### config.mk
export PLATFORM = sky130hd
export DESIGN_NAME = ovr_hold_flags
export DESIGN_NICKNAME = d
export VERILOG_FILES = /design/src/rtl/ovr_pkg.sv /design/src/rtl/ovr_frame_edge.sv /design/src/rtl/ovr_detect.sv /design/src/rtl/ovr_hold.sv /design/src/rtl/ovr_channel.sv /design/src/rtl/ovr_hold_flags.sv
export SDC_FILE = /design/constraint.sdc
export NUM_CORES = 1
export LEC_CHECK = 0
export BUFFER_PORTS_ARGS = -buffer_cell sky130_fd_sc_hd__clkbuf_2
export CORE_MARGIN = 1.5
export CORE_UTILIZATION = 50
export DETAILED_ROUTE_END_ITERATION = 10
export PLACE_DENSITY_LB_ADDON = 0.1
export SLEW_MARGIN = 20
export SYNTH_ARGS = -nofsm -noshare
export SYNTH_HDL_FRONTEND = slang
export SYNTH_SLANG_ARGS = --single-unit
### constraint.sdc
create_clock -name clk -period 2.4 [get_ports clk]
set_input_delay 0 -clock clk [delete_from_list [all_inputs] [get_ports clk]]
set_output_delay 0 -clock clk [all_outputs]
set_load 0.01 [all_outputs]
### src/rtl/ovr_pkg.sv
package ovr_pkg;
   localparam int OVR_NUM_CH = 2;
   typedef enum int {OVR_LEFT = 0, OVR_RIGHT = 1} ovr_ch_e;

   function automatic int ovr_cnt_width(input int hold);
      return $clog2(hold + 1);
   endfunction
endpackage

### src/rtl/ovr_frame_edge.sv
module ovr_frame_edge #(
   parameter int SYNC_STAGES = 2
) (
   input  logic clk,
   input  logic rst_n,
   input  logic clr_n,
   input  logic frame_clk,
   output logic tick
);
   if (SYNC_STAGES < 2) begin : g_bad_sync
      $error("ovr_frame_edge: SYNC_STAGES must be at least 2");
   end

   localparam int CHAIN = SYNC_STAGES + 1;
   logic [CHAIN-1:0] chain_q;

   always_ff @(posedge clk or negedge rst_n) begin
      if (!rst_n)      chain_q <= '0;
      else if (!clr_n) chain_q <= '0;
      else             chain_q <= {chain_q[CHAIN-2:0], frame_clk};
   end

   assign tick = chain_q[SYNC_STAGES-1] & ~chain_q[SYNC_STAGES];

   AST_TICK_SINGLE: assert property (@(posedge clk) disable iff (!rst_n)
      tick |=> !tick);
endmodule

### src/rtl/ovr_detect.sv
module ovr_detect #(
   parameter int SAMPLE_W = 18
) (
   input  logic                clk,
   input  logic                rst_n,
   input  logic                clr_n,
   input  logic [SAMPLE_W-1:0] sample,
   input  logic                valid,
   output logic                pair_hit
);
   localparam logic [SAMPLE_W-1:0] POS_LIMIT = {1'b0, {(SAMPLE_W-1){1'b1}}};
   localparam logic [SAMPLE_W-1:0] NEG_LIMIT = {1'b1, {(SAMPLE_W-1){1'b0}}};

   logic at_limit;
   logic armed_q;

   assign at_limit = (sample == POS_LIMIT) || (sample == NEG_LIMIT);
   assign pair_hit = clr_n & valid & at_limit & armed_q;

   always_ff @(posedge clk or negedge rst_n) begin
      if (!rst_n)      armed_q <= 1'b0;
      else if (!clr_n) armed_q <= 1'b0;
      else if (valid)  armed_q <= at_limit;
   end

   AST_ARM_HOLDS_IDLE: assert property (@(posedge clk) disable iff (!rst_n)
      (!valid && clr_n) |=> (armed_q == $past(armed_q)));
endmodule

### src/rtl/ovr_hold.sv
module ovr_hold #(
   parameter int HOLD_PERIODS = 4096
) (
   input  logic clk,
   input  logic rst_n,
   input  logic clr_n,
   input  logic start,
   input  logic tick,
   output logic flag
);
   if (HOLD_PERIODS < 2) begin : g_bad_hold
      $error("ovr_hold: HOLD_PERIODS must be at least 2");
   end

   localparam int CW = ovr_pkg::ovr_cnt_width(HOLD_PERIODS);
   localparam logic [CW-1:0] LOAD = CW'(HOLD_PERIODS);

   logic [CW-1:0] left_q;
   logic          flag_q;

   always_ff @(posedge clk or negedge rst_n) begin
      if (!rst_n) begin
         left_q <= '0;
         flag_q <= 1'b0;
      end else if (!clr_n) begin
         left_q <= '0;
         flag_q <= 1'b0;
      end else if (start) begin
         left_q <= LOAD;
         flag_q <= 1'b1;
      end else if (tick && flag_q) begin
         if (left_q == CW'(1)) begin
            left_q <= '0;
            flag_q <= 1'b0;
         end else begin
            left_q <= left_q - CW'(1);
         end
      end
   end

   assign flag = flag_q;

   AST_COUNT_RANGE: assert property (@(posedge clk) disable iff (!rst_n)
      left_q <= LOAD);
   AST_FALL_ON_TICK: assert property (@(posedge clk) disable iff (!rst_n)
      (flag_q && !tick && clr_n) |=> flag_q);
endmodule

### src/rtl/ovr_channel.sv
module ovr_channel #(
   parameter int SAMPLE_W     = 18,
   parameter int HOLD_PERIODS = 4096
) (
   input  logic                clk,
   input  logic                rst_n,
   input  logic                clr_n,
   input  logic                tick,
   input  logic [SAMPLE_W-1:0] sample,
   input  logic                valid,
   output logic                flag
);
   logic pair_hit;
   logic hold_flag;

   ovr_detect #(.SAMPLE_W(SAMPLE_W)) detect_i (
      .clk(clk), .rst_n(rst_n), .clr_n(clr_n),
      .sample(sample), .valid(valid), .pair_hit(pair_hit)
   );

   ovr_hold #(.HOLD_PERIODS(HOLD_PERIODS)) hold_i (
      .clk(clk), .rst_n(rst_n), .clr_n(clr_n),
      .start(pair_hit), .tick(tick), .flag(hold_flag)
   );

   assign flag = hold_flag & clr_n;

   AST_RISE_NEEDS_PAIR: assert property (@(posedge clk) disable iff (!rst_n)
      $rose(hold_flag) |-> $past(pair_hit));
endmodule

### src/rtl/ovr_hold_flags.sv
module ovr_hold_flags #(
   parameter int SAMPLE_W     = 18,
   parameter int HOLD_PERIODS = 4096,
   parameter int SYNC_STAGES  = 2
) (
   input  logic                clk,
   input  logic                rst_n,
   input  logic                pdn_n,
   input  logic                frame_clk,
   input  logic [SAMPLE_W-1:0] left_sample,
   input  logic                left_valid,
   input  logic [SAMPLE_W-1:0] right_sample,
   input  logic                right_valid,
   output logic                left_flag,
   output logic                right_flag
);
   import ovr_pkg::*;

   if (SAMPLE_W < 2) begin : g_bad_width
      $error("ovr_hold_flags: SAMPLE_W must be at least 2");
   end

   logic                tick;
   logic [SAMPLE_W-1:0] ch_sample [OVR_NUM_CH];
   logic                ch_valid  [OVR_NUM_CH];
   logic                ch_flag   [OVR_NUM_CH];

   assign ch_sample[OVR_LEFT]  = left_sample;
   assign ch_sample[OVR_RIGHT] = right_sample;
   assign ch_valid[OVR_LEFT]   = left_valid;
   assign ch_valid[OVR_RIGHT]  = right_valid;

   ovr_frame_edge #(.SYNC_STAGES(SYNC_STAGES)) edge_i (
      .clk(clk), .rst_n(rst_n), .clr_n(pdn_n),
      .frame_clk(frame_clk), .tick(tick)
   );

   for (genvar c = 0; c < OVR_NUM_CH; c++) begin : g_ch
      ovr_channel #(.SAMPLE_W(SAMPLE_W), .HOLD_PERIODS(HOLD_PERIODS)) chan_i (
         .clk(clk), .rst_n(rst_n), .clr_n(pdn_n), .tick(tick),
         .sample(ch_sample[c]), .valid(ch_valid[c]), .flag(ch_flag[c])
      );
   end

   assign left_flag  = ch_flag[OVR_LEFT];
   assign right_flag = ch_flag[OVR_RIGHT];

   AST_PDN_FLAGS_LOW: assert property (@(posedge clk) disable iff (!rst_n)
      !pdn_n |-> (!left_flag && !right_flag));
endmodule

=== Word level (Yosys, flattened, before mapping) ===
Cells that the tools add are included.
Widths: inputs -> output; s select.

* $add $sub $neg: 2
* Equality and inequality tests: 12
* Muxes and demuxes: 21
* Bitwise operators: 10
* Reduce and logical (&&, ||, !) cells: 6

{| class="wikitable"
|+ Operators with widths
! operator !! number
|-
| $mux 13 || 8
|-
| $eq 18x17->1 const B || 2
|-
| $eq 18x18->1 const B || 2
|-
| $eq 13x1->1 const B || 2
|-
| $sub 13x1->13 const B || 2
|-
| $mux 1 || 12
|-
| $ne 3x1->1 const B || 4
|-
| $and 1x1->1 || 9
|-
| $ne 2x1->1 const B || 2
|-
| $reduce_and 2->1 || 2
|-
| $mux 3 || 1
|-
| $logic_and 1x1->1 || 2
|-
| $logic_or 1x1->1 || 2
|-
| $not 1->1 || 1
|}

* Register bits: 33
* Bits of input ports: 42
* Output and inout port bits: 2
* Logic and storage cells: 58

=== Depth between registers and ports, before layout ===
Gate-level depths: netlist (run 1).

* Depth after elaboration: 6
* Gate-level depth with buffers: 8
* Mapped depth without buffers: 7

=== Hierarchy ===
From an unflattened synthesis (run 1), not the netlist that was laid out.

* Cell total of the unflattened synthesis: 210
* Area total of the unflattened synthesis: 1996.9 sq um

{| class="wikitable"
|+ Modules (own cells, without submodules)
! module !! instances !! cells each !! area an instance (sq um) !! seq. area each (sq um)
|-
| ovr_hold (g_ch[0].chan_i.hold_i) || 1 || 82 || 778.2 || 350.3
|-
| ovr_hold (g_ch[1].chan_i.hold_i) || 1 || 83 || 778.2 || 350.3
|-
| ovr_detect || 2 || 18 || 160.2 || 25.0
|-
| ovr_frame_edge || 1 || 7 || 107.6 || 75.1
|-
| ovr_channel || 2 || 1 || 6.3 || 0.0
|}

=== Worst setup path before layout (run 1) ===
Ideal clock, no wire load.

* Kind: flip-flop to flip-flop
* From: register g_ch[0].chan_i.hold_i.left_q[0]
* To: register g_ch[0].chan_i.hold_i.left_q[10]
* Library setup time: 132 ps
* Arrival: 1765 ps
* Required time: 2268 ps
* Slack: 503 ps
* Stages on the path, launching flop included: 9
* Path buffers: 1
* Clock period less this slack: 1897 ps
* Path through: dfrtp_1 inv_1 ha_1 or3b_1 clkbuf_1 nor4_1 nor3b_2 mux2i_1 nor2_1

* Cells in the longest elaborated chain, start to end: 5
* Elaborated cells between the ends (all ways): 6
* Classes of those cells: 1 x add/sub; 1 x eq/ne; 4 x mux

{| class="wikitable"
|+ RTL lines
! element !! RTL line !! source
|-
| start, declared || ovr_hold.sv:18 || <nowiki>logic [CW-1:0] left_q;</nowiki>
|-
| start signal, assigned || ovr_hold.sv:36 || <nowiki>left_q <= left_q - CW'(1);</nowiki>
|-
| $sub 13x1->13 or $eq 13x1->1 (tied branches) || ovr_hold.sv:36, ovr_hold.sv:32 ||
|-
| $mux 13 * || ovr_hold.sv:32 || <nowiki>if (left_q == CW'(1)) begin</nowiki>
|-
| $mux 13 * || ovr_hold.sv:31 || <nowiki>end else if (tick && flag_q) begin</nowiki>
|-
| $mux 13 * || ovr_hold.sv:28 || <nowiki>end else if (start) begin</nowiki>
|-
| $mux 13 * || ovr_hold.sv:25 || <nowiki>end else if (!clr_n) begin</nowiki>
|}

Every way passes the cells marked *; elsewhere a longest branch is shown, timed or not. The select of a mux whose other input is x is not followed.
A chain may end at the register's enable or synchronous reset.

=== Worst setup path in the final report (run 1) ===
* From: register g_ch[0].chan_i.hold_i.left_q[1]
* To: register g_ch[0].chan_i.hold_i.left_q[3]

Same word-level chain as after synthesis.

==> results of run 1 <==
==> worst max-delay path, delay by kind of cell, from the launching register on <==
family                     cells  cell delay [ns]
buffers and inverters          2             0.34
DFF                            1             0.40
adders and majority gates      1             0.15
AOI/OAI and AO/OA              1             0.08
and+or+nand+nor                3             1.03
==> cell families (layout without fill, tap and decap cells) <==
| family | Yosys count | after routing | synth area share (%) |
|---|---|---|---|
| compound gates | 53 | 53 | 15.4 |
| buf+inv | 17 | 67 | 4.05 |
| flops | 33 | 33 | 40.5 |
| simple gates | 126 | 126 | 35.6 |
| mux | 4 | 4 | 1.96 |
| fa+ha+maj | 4 | 4 | 2.46 |
==> through the flow <==
step	hold WS [ns]	worst slack [ns]	instance area (um2)	utilization (%)	total power [mW]
floorplan	-0.296	0.503	2040	-	0.591
global placement	0.137	0.326	2300	57.8	0.646
detailed placement	0.134	0.297	2300	57.8	0.648
CTS	0.0488	0.287	2440	61.4	1.12
global route	0.0624	0.110	2440	61.4	1.16
finish	0.0460	0.281	2440	61.4	1.11
==> cells in the mapped netlist, types with 2 or more instances <==
cell,n
nand4_1,11
or3_1,3
a211oi_1,3
clkbuf_1,5
nor4_1,12
mux2i_1,4
inv_1,7
nand3b_1,4
o21ai_0,8
dfrtp_1,33
nand4b_1,3
and3b_1,2
and2_1,7
nor4_4,2
nor3_1,14
a22oi_1,2
buf_2,2
buf_6,2
a21oi_1,24
ha_1,4
or4_1,3
nor4b_1,2
or4_4,2
nand2_1,19
nand3_1,3
nor2b_1,2
nor2_1,30
o21ai_1,6
==> cell type report <==
class,count,share of cell area [%]
clock buffer,7,3.95
clock inverter,1,0.205
inverter,7,1.08
multi-input combinational,187,46.3
sequential,33,33.9
tap,50,2.57
timing repair buffer,52,12.0
==> final timing paths <==
path	from	to	slack, ns	cells after the start
setup / recovery	g_ch[0].chan_i.hold_i.left_q[1]	g_ch[0].chan_i.hold_i.left_q[3]	0.28	7
hold / removal	pdn_n	edge_i.chain_q[2]	0.05	2
setup reg to reg	g_ch[0].chan_i.hold_i.left_q[1]	g_ch[0].chan_i.hold_i.left_q[3]	0.28	7
hold reg to reg	edge_i.chain_q[0]	edge_i.chain_q[1]	0.48	1
max in group asynchronous	rst_n	g_ch[0].chan_i.hold_i.left_q[12]	1.55	2
min in group asynchronous	rst_n	g_ch[1].chan_i.hold_i.left_q[7]	0.33	2
==> flip-flops by register name, indices dropped and copies added, names as in the netlist <==
register and cells:
edge_i.chain_q 3, g_ch.chan_i.detect_i.armed_q 2, g_ch.chan_i.hold_i.flag 2, g_ch.chan_i.hold_i.left_q 26
==> layer usage <==
layer	routed length (um)	global-route usage [%]
met1	2260	29.8
met2	1840	32.8
met3	209	5.07
met4	46	5.36
met5	0	0
==> report_power, final <==
group / total, mW / switching (mW) / internal (mW)
clock network: 0.472 / 0.213 / 0.259
registers: 0.562 / 0.00223 / 0.559
logic: 0.0792 / 0.0411 / 0.0381
==> run_results.csv, run 1 <==
group,metric,value,unit
worst_setup_path,crit_type,"register to register",
cells_and_area,diodes,0,
clock_network,ctsRootBufferMaster,"clkbuf_8",
global_routing,grt_usage,21.2,%
min_path,hp-class,"primary input to register",
logic_synthesis,syn_nets,283,
die,fp.coreArea,3970,um2
logic_synthesis,async_flop_share,100,%
clock_network,hold_buffers,4,
cells_and_area,multi_input_area,1130,um2
cells_and_area,final_cells,337,
clock_network,cts_tree,"yes",
worst_setup_path,worstPathCellList,"inv_1 -> ha_1 -> or4b_1 -> nor4_4 -> buf_4 -> o41ai_1 -> and2_1",
worst_setup_path,arrival,2.30,ns
clock_network,cts-buffers-inserted,5,
timing,fin_crit,2.12,ns
die,die_h,66.8,um
timing,setup_violations,0,
global_routing,grt-ovfl-total,0,
global_routing,grt_max_degree,34,
timing,finalSetupTns,0,ns
worst_setup_path,critPathRequiredTime,2.58,ns
power_and_ir_drop,p_per_area,456,nW/um2
timing,hold_viol_final,0,
route,wl_per_cell,12.9,um
logic_synthesis,synth_top_area_cell,"dfrtp_1",
clock_network,cts_setup_buffers,0,
timing,slew_headroom,45.8,%
flow_run,maxCapViolCount,0,
worst_setup_path,critPathMaxFanout,8,
clock_network,clkLatencyLatePin,0.29,ns
timing,worst_pin_slew,0.814,ns
timing,drv_slew,0,
route,drc,0,
route,drtAntennaViolNets,0,
timing,period_share,88.3,%
die,die_w,66.8,um
global_routing,antenna_found_initial,0,
route,dr.pass1.iters,4,
placed_design,io_buffers,43,
cells_and_area,ff_latch_area,826,um2
cells_and_area,fillCellCount,361,
cells_and_area,syn_to_final_growth,19.6,%
worst_setup_path,critPathSlowestCell,"or4b_1",
die,rows,23,
logic_synthesis,synth.distinct_cells,46,
logic_synthesis,synth_area_leaders,"dfrtp_1 41%, a21oi_1 5.9%, nor2_1 5.5%",
placed_design,post-dp-hpwl,3120,um
cells_and_area,final_layout_size_suffix_gt1_share,22.3,%
timing,max_freq,0.472,GHz
logic_synthesis,synth-seq-area-share,40.5,%
logic_synthesis,ys_warn_count,0,
die,boundaryPins,44,
logic_synthesis,synth.top_cell.area_share,40.5,%
clock_network,clock_sinks,33,
placed_design,globalplace.congestion,0.792,
clock_network,clk_pin_slew,0.07,ns
global_routing,grt_pass1_vias,1688,
logic_synthesis,ys_seq_elements,33,
cells_and_area,final_cell_mix,"43 x clkbuf_2, 33 x dfrtp_1, 30 x nor2_1, 24 x a21oi_1, 19 x nand2_1",
cells_and_area,nets,332,
route,drt_iter0_markers,106,
route,num_vias,1909,
worst_setup_path,worstSetupStartpointType,"register",
cells_and_area,layout_commonest_cell,"clkbuf_2",
placed_design,dp_cells,325,
timing,skew,0.00531,ns
clock_network,htreeDepth,2,
logic_synthesis,synth_edf_count,0,
outcome,status,"completed",
route,routed_wl,4350,um
worst_setup_path,critPathCaptureType,"register",
logic_synthesis,synth_cells,237,
global_routing,grt_pass1_wl,7270,um
clock_network,cts_resized,0,
route,via_per_inst,5.66,
die,initial_core_util,51.3,%
power_and_ir_drop,p_leak,1.10,nW
logic_synthesis,syn_area,2040,um2
logic_synthesis,synth.avg_cell_area,8.60,um2
clock_network,ctsLongestPathBuffers,2,
worst_setup_path,slowest_delay,0.49,ns
logic_synthesis,synth_ff_type,"dfrtp_1",
die,dieArea,4470,um2
power_and_ir_drop,vdd_drop_max,247,uV
timing,rsz0062_at_grt,"false",
Power figures use the tool's default switching activity.
==> inputs of run 2 (changes only) <==
CORE_MARGIN = not set   (was 1.5)
==> run 2 against run 1 <==
Against the previous run:
- final cell count decreased by 0.89%
- design area is 0.41% lower
- via count up 1.7%
- flip-flop and latch count unchanged
- clock skew shrank 0.0021 ns
- critical endpoint is now g_ch[0].chan_i.hold_i.left_q[10]
- largest power group unchanged
- highest routed layer unchanged
==> run_results.csv, run 2 (same netlist as run 1, synthesis figures left out) <==
group,metric,value,unit
route,dr.pass1.iters,4,
clock_network,cts-buffers-inserted,5,
clock_network,cts_tree,"yes",
clock_network,clock_sinks,33,
timing,hold_slack,0.0581,ns
die,die_w,65.8,um
die,initial_core_util,54.0,%
cells_and_area,layout_commonest_cell,"clkbuf_2",
timing,fin_crit,2.09,ns
die,rows,22,
placed_design,place_worst_setup_slack,0.357,ns
global_routing,use_met3,6.21,%
cells_and_area,fin_util,64.4,%
timing,max_freq,0.479,GHz
route,drt_iter0_markers,140,
worst_setup_path,crit_type,"register to register",
cells_and_area,multi_input_area,1130,um2
power_and_ir_drop,p_per_area,456,nW/um2
worst_setup_path,critPathRequiredTime,2.58,ns
placed_design,post-dp-hpwl,3030,um
timing,setup_slack,0.311,ns
global_routing,use_met1,32.7,%
cells_and_area,final_cells,334,
timing,hold_viol_final,0,
cells_and_area,largest_reg_flops,26,
route,num_vias,1942,
global_routing,use_met2,33.9,%
cells_and_area,diodes,0,
timing,finalSetupTns,0,ns
route,wl_per_cell,12.8,um
timing,setup_violations,0,
die,fp.coreArea,3770,um2
worst_setup_path,arrival,2.27,ns
cells_and_area,syn_to_final_growth,19.2,%
route,drc,0,
die,die_h,65.8,um
global_routing,grt_pass1_wl,7600,um
cells_and_area,fillCellCount,326,
placed_design,io_buffers,43,
cells_and_area,nets,331,
clock_network,clkLatencyLatePin,0.29,ns
timing,period_share,87.0,%
cells_and_area,ff_latch_area,826,um2
clock_network,cts_setup_buffers,0,
placed_design,dp_cells,322,
clock_network,clk_pin_slew,0.07,ns
route,routed_wl,4280,um
timing,rsz0062_at_grt,"false",
global_routing,grt_usage,22.9,%
global_routing,grt-ovfl-total,0,
global_routing,busiest_layer,"met2",
die,boundaryPins,44,
clock_network,htreeDepth,2,
cells_and_area,regMostFlops,"g_ch.chan_i.hold_i.left_q",
worst_setup_path,critPathCaptureType,"register",
min_path,hp-class,"primary input to register",
power_and_ir_drop,vdd_drop_max,280,uV
global_routing,antenna_found_initial,0,
global_routing,grt_pass1_vias,1767,
cells_and_area,top_regs,"g_ch.chan_i.hold_i.left_q x26, edge_i.chain_q x3",
worst_setup_path,critPathMaxFanout,7,
die,dieArea,4340,um2
flow_run,maxCapViolCount,0,
clock_network,ctsRootBufferMaster,"clkbuf_8",
worst_setup_path,worstSetupStartpointType,"register",
placed_design,globalplace.congestion,0.799,
clock_network,cts_resized,0,
cells_and_area,final_layout_size_suffix_gt1_share,22.0,%
clock_network,ctsLongestPathBuffers,2,
cells_and_area,final_cell_mix,"43 x clkbuf_2, 33 x dfrtp_1, 30 x nor2_1, 24 x a21oi_1, 19 x nand2_1",
timing,drv_slew,0,
power_and_ir_drop,p_leak,1.09,nW
global_routing,grt_max_degree,34,
timing,skew,0.00318,ns
timing,slew_headroom,46.4,%
route,drtAntennaViolNets,0,
timing,worst_pin_slew,0.804,ns
route,via_per_inst,5.81,
outcome,status,"completed",
[run 2: layout make-up]
class / instances / area share [%]
multi-input cells: 187 / 46.5
flip-flops and latches: 33 / 34.0
repair buffers: 51 / 11.7
clock buffers: 7 / 3.97
well taps: 48 / 2.47
inverters: 7 / 1.08
clock inverters: 1 / 0.206
[run 2: per-stage QoR]
| stage | total power, mW | cell area, um2 |
|---|---|---|
| after floorplan | 0.591 | 2040 |
| after global placement | 0.646 | 2290 |
| after detailed placement | 0.647 | 2290 |
| after CTS | 1.11 | 2430 |
| after global routing | 1.15 | 2430 |
| final | 1.11 | 2430 |
[run 2: repair_timing]
item | in CTS | in global routing
endpoints found under the hold margin | 36 | 0
hold buffers | 4 | 0
endpoints found under the setup margin | 0 | 0
[run 2: worst max-delay path: stages (launching register included)]
cell	delay (ns)
dfrtp_1	0.43
inv_1	0.07
ha_1	0.18
or3b_1	0.47
nor4_1	0.32
nor3b_2	0.26
mux2i_1	0.20
nor2_1	0.06
[run 2: path summary, 6_finish.rpt]
kind                                                 startpoint                          endpoint  slack, ns  cells after the start
worst max-delay path            g_ch[0].chan_i.hold_i.left_q[0]  g_ch[0].chan_i.hold_i.left_q[10]       0.31                      7
max in group asynchronous                                 rst_n   g_ch[0].chan_i.detect_i.armed_q       1.56                      2
worst min-delay path                                      pdn_n                 edge_i.chain_q[0]       0.06                      2
worst min register to register                edge_i.chain_q[0]                 edge_i.chain_q[1]       0.46                      1
worst max register to register  g_ch[0].chan_i.hold_i.left_q[0]  g_ch[0].chan_i.hold_i.left_q[10]       0.31                      7
min in group asynchronous                                 rst_n   g_ch[1].chan_i.hold_i.left_q[4]       0.33                      2
[run 2: power breakdown]
part / internal (mW) / switching, mW
registers: 0.559 / 0.00180
clock network: 0.259 / 0.207
logic: 0.0381 / 0.0408
[run 2: per-layer routing]
| layer | share of wire [%] | wire length [um] |
|---|---|---|
| met1 | 50 | 2140 |
| met2 | 43 | 1850 |
| met3 | 5.9 | 253 |
| met4 | 0.77 | 33 |
| met5 | 0 | 0 |
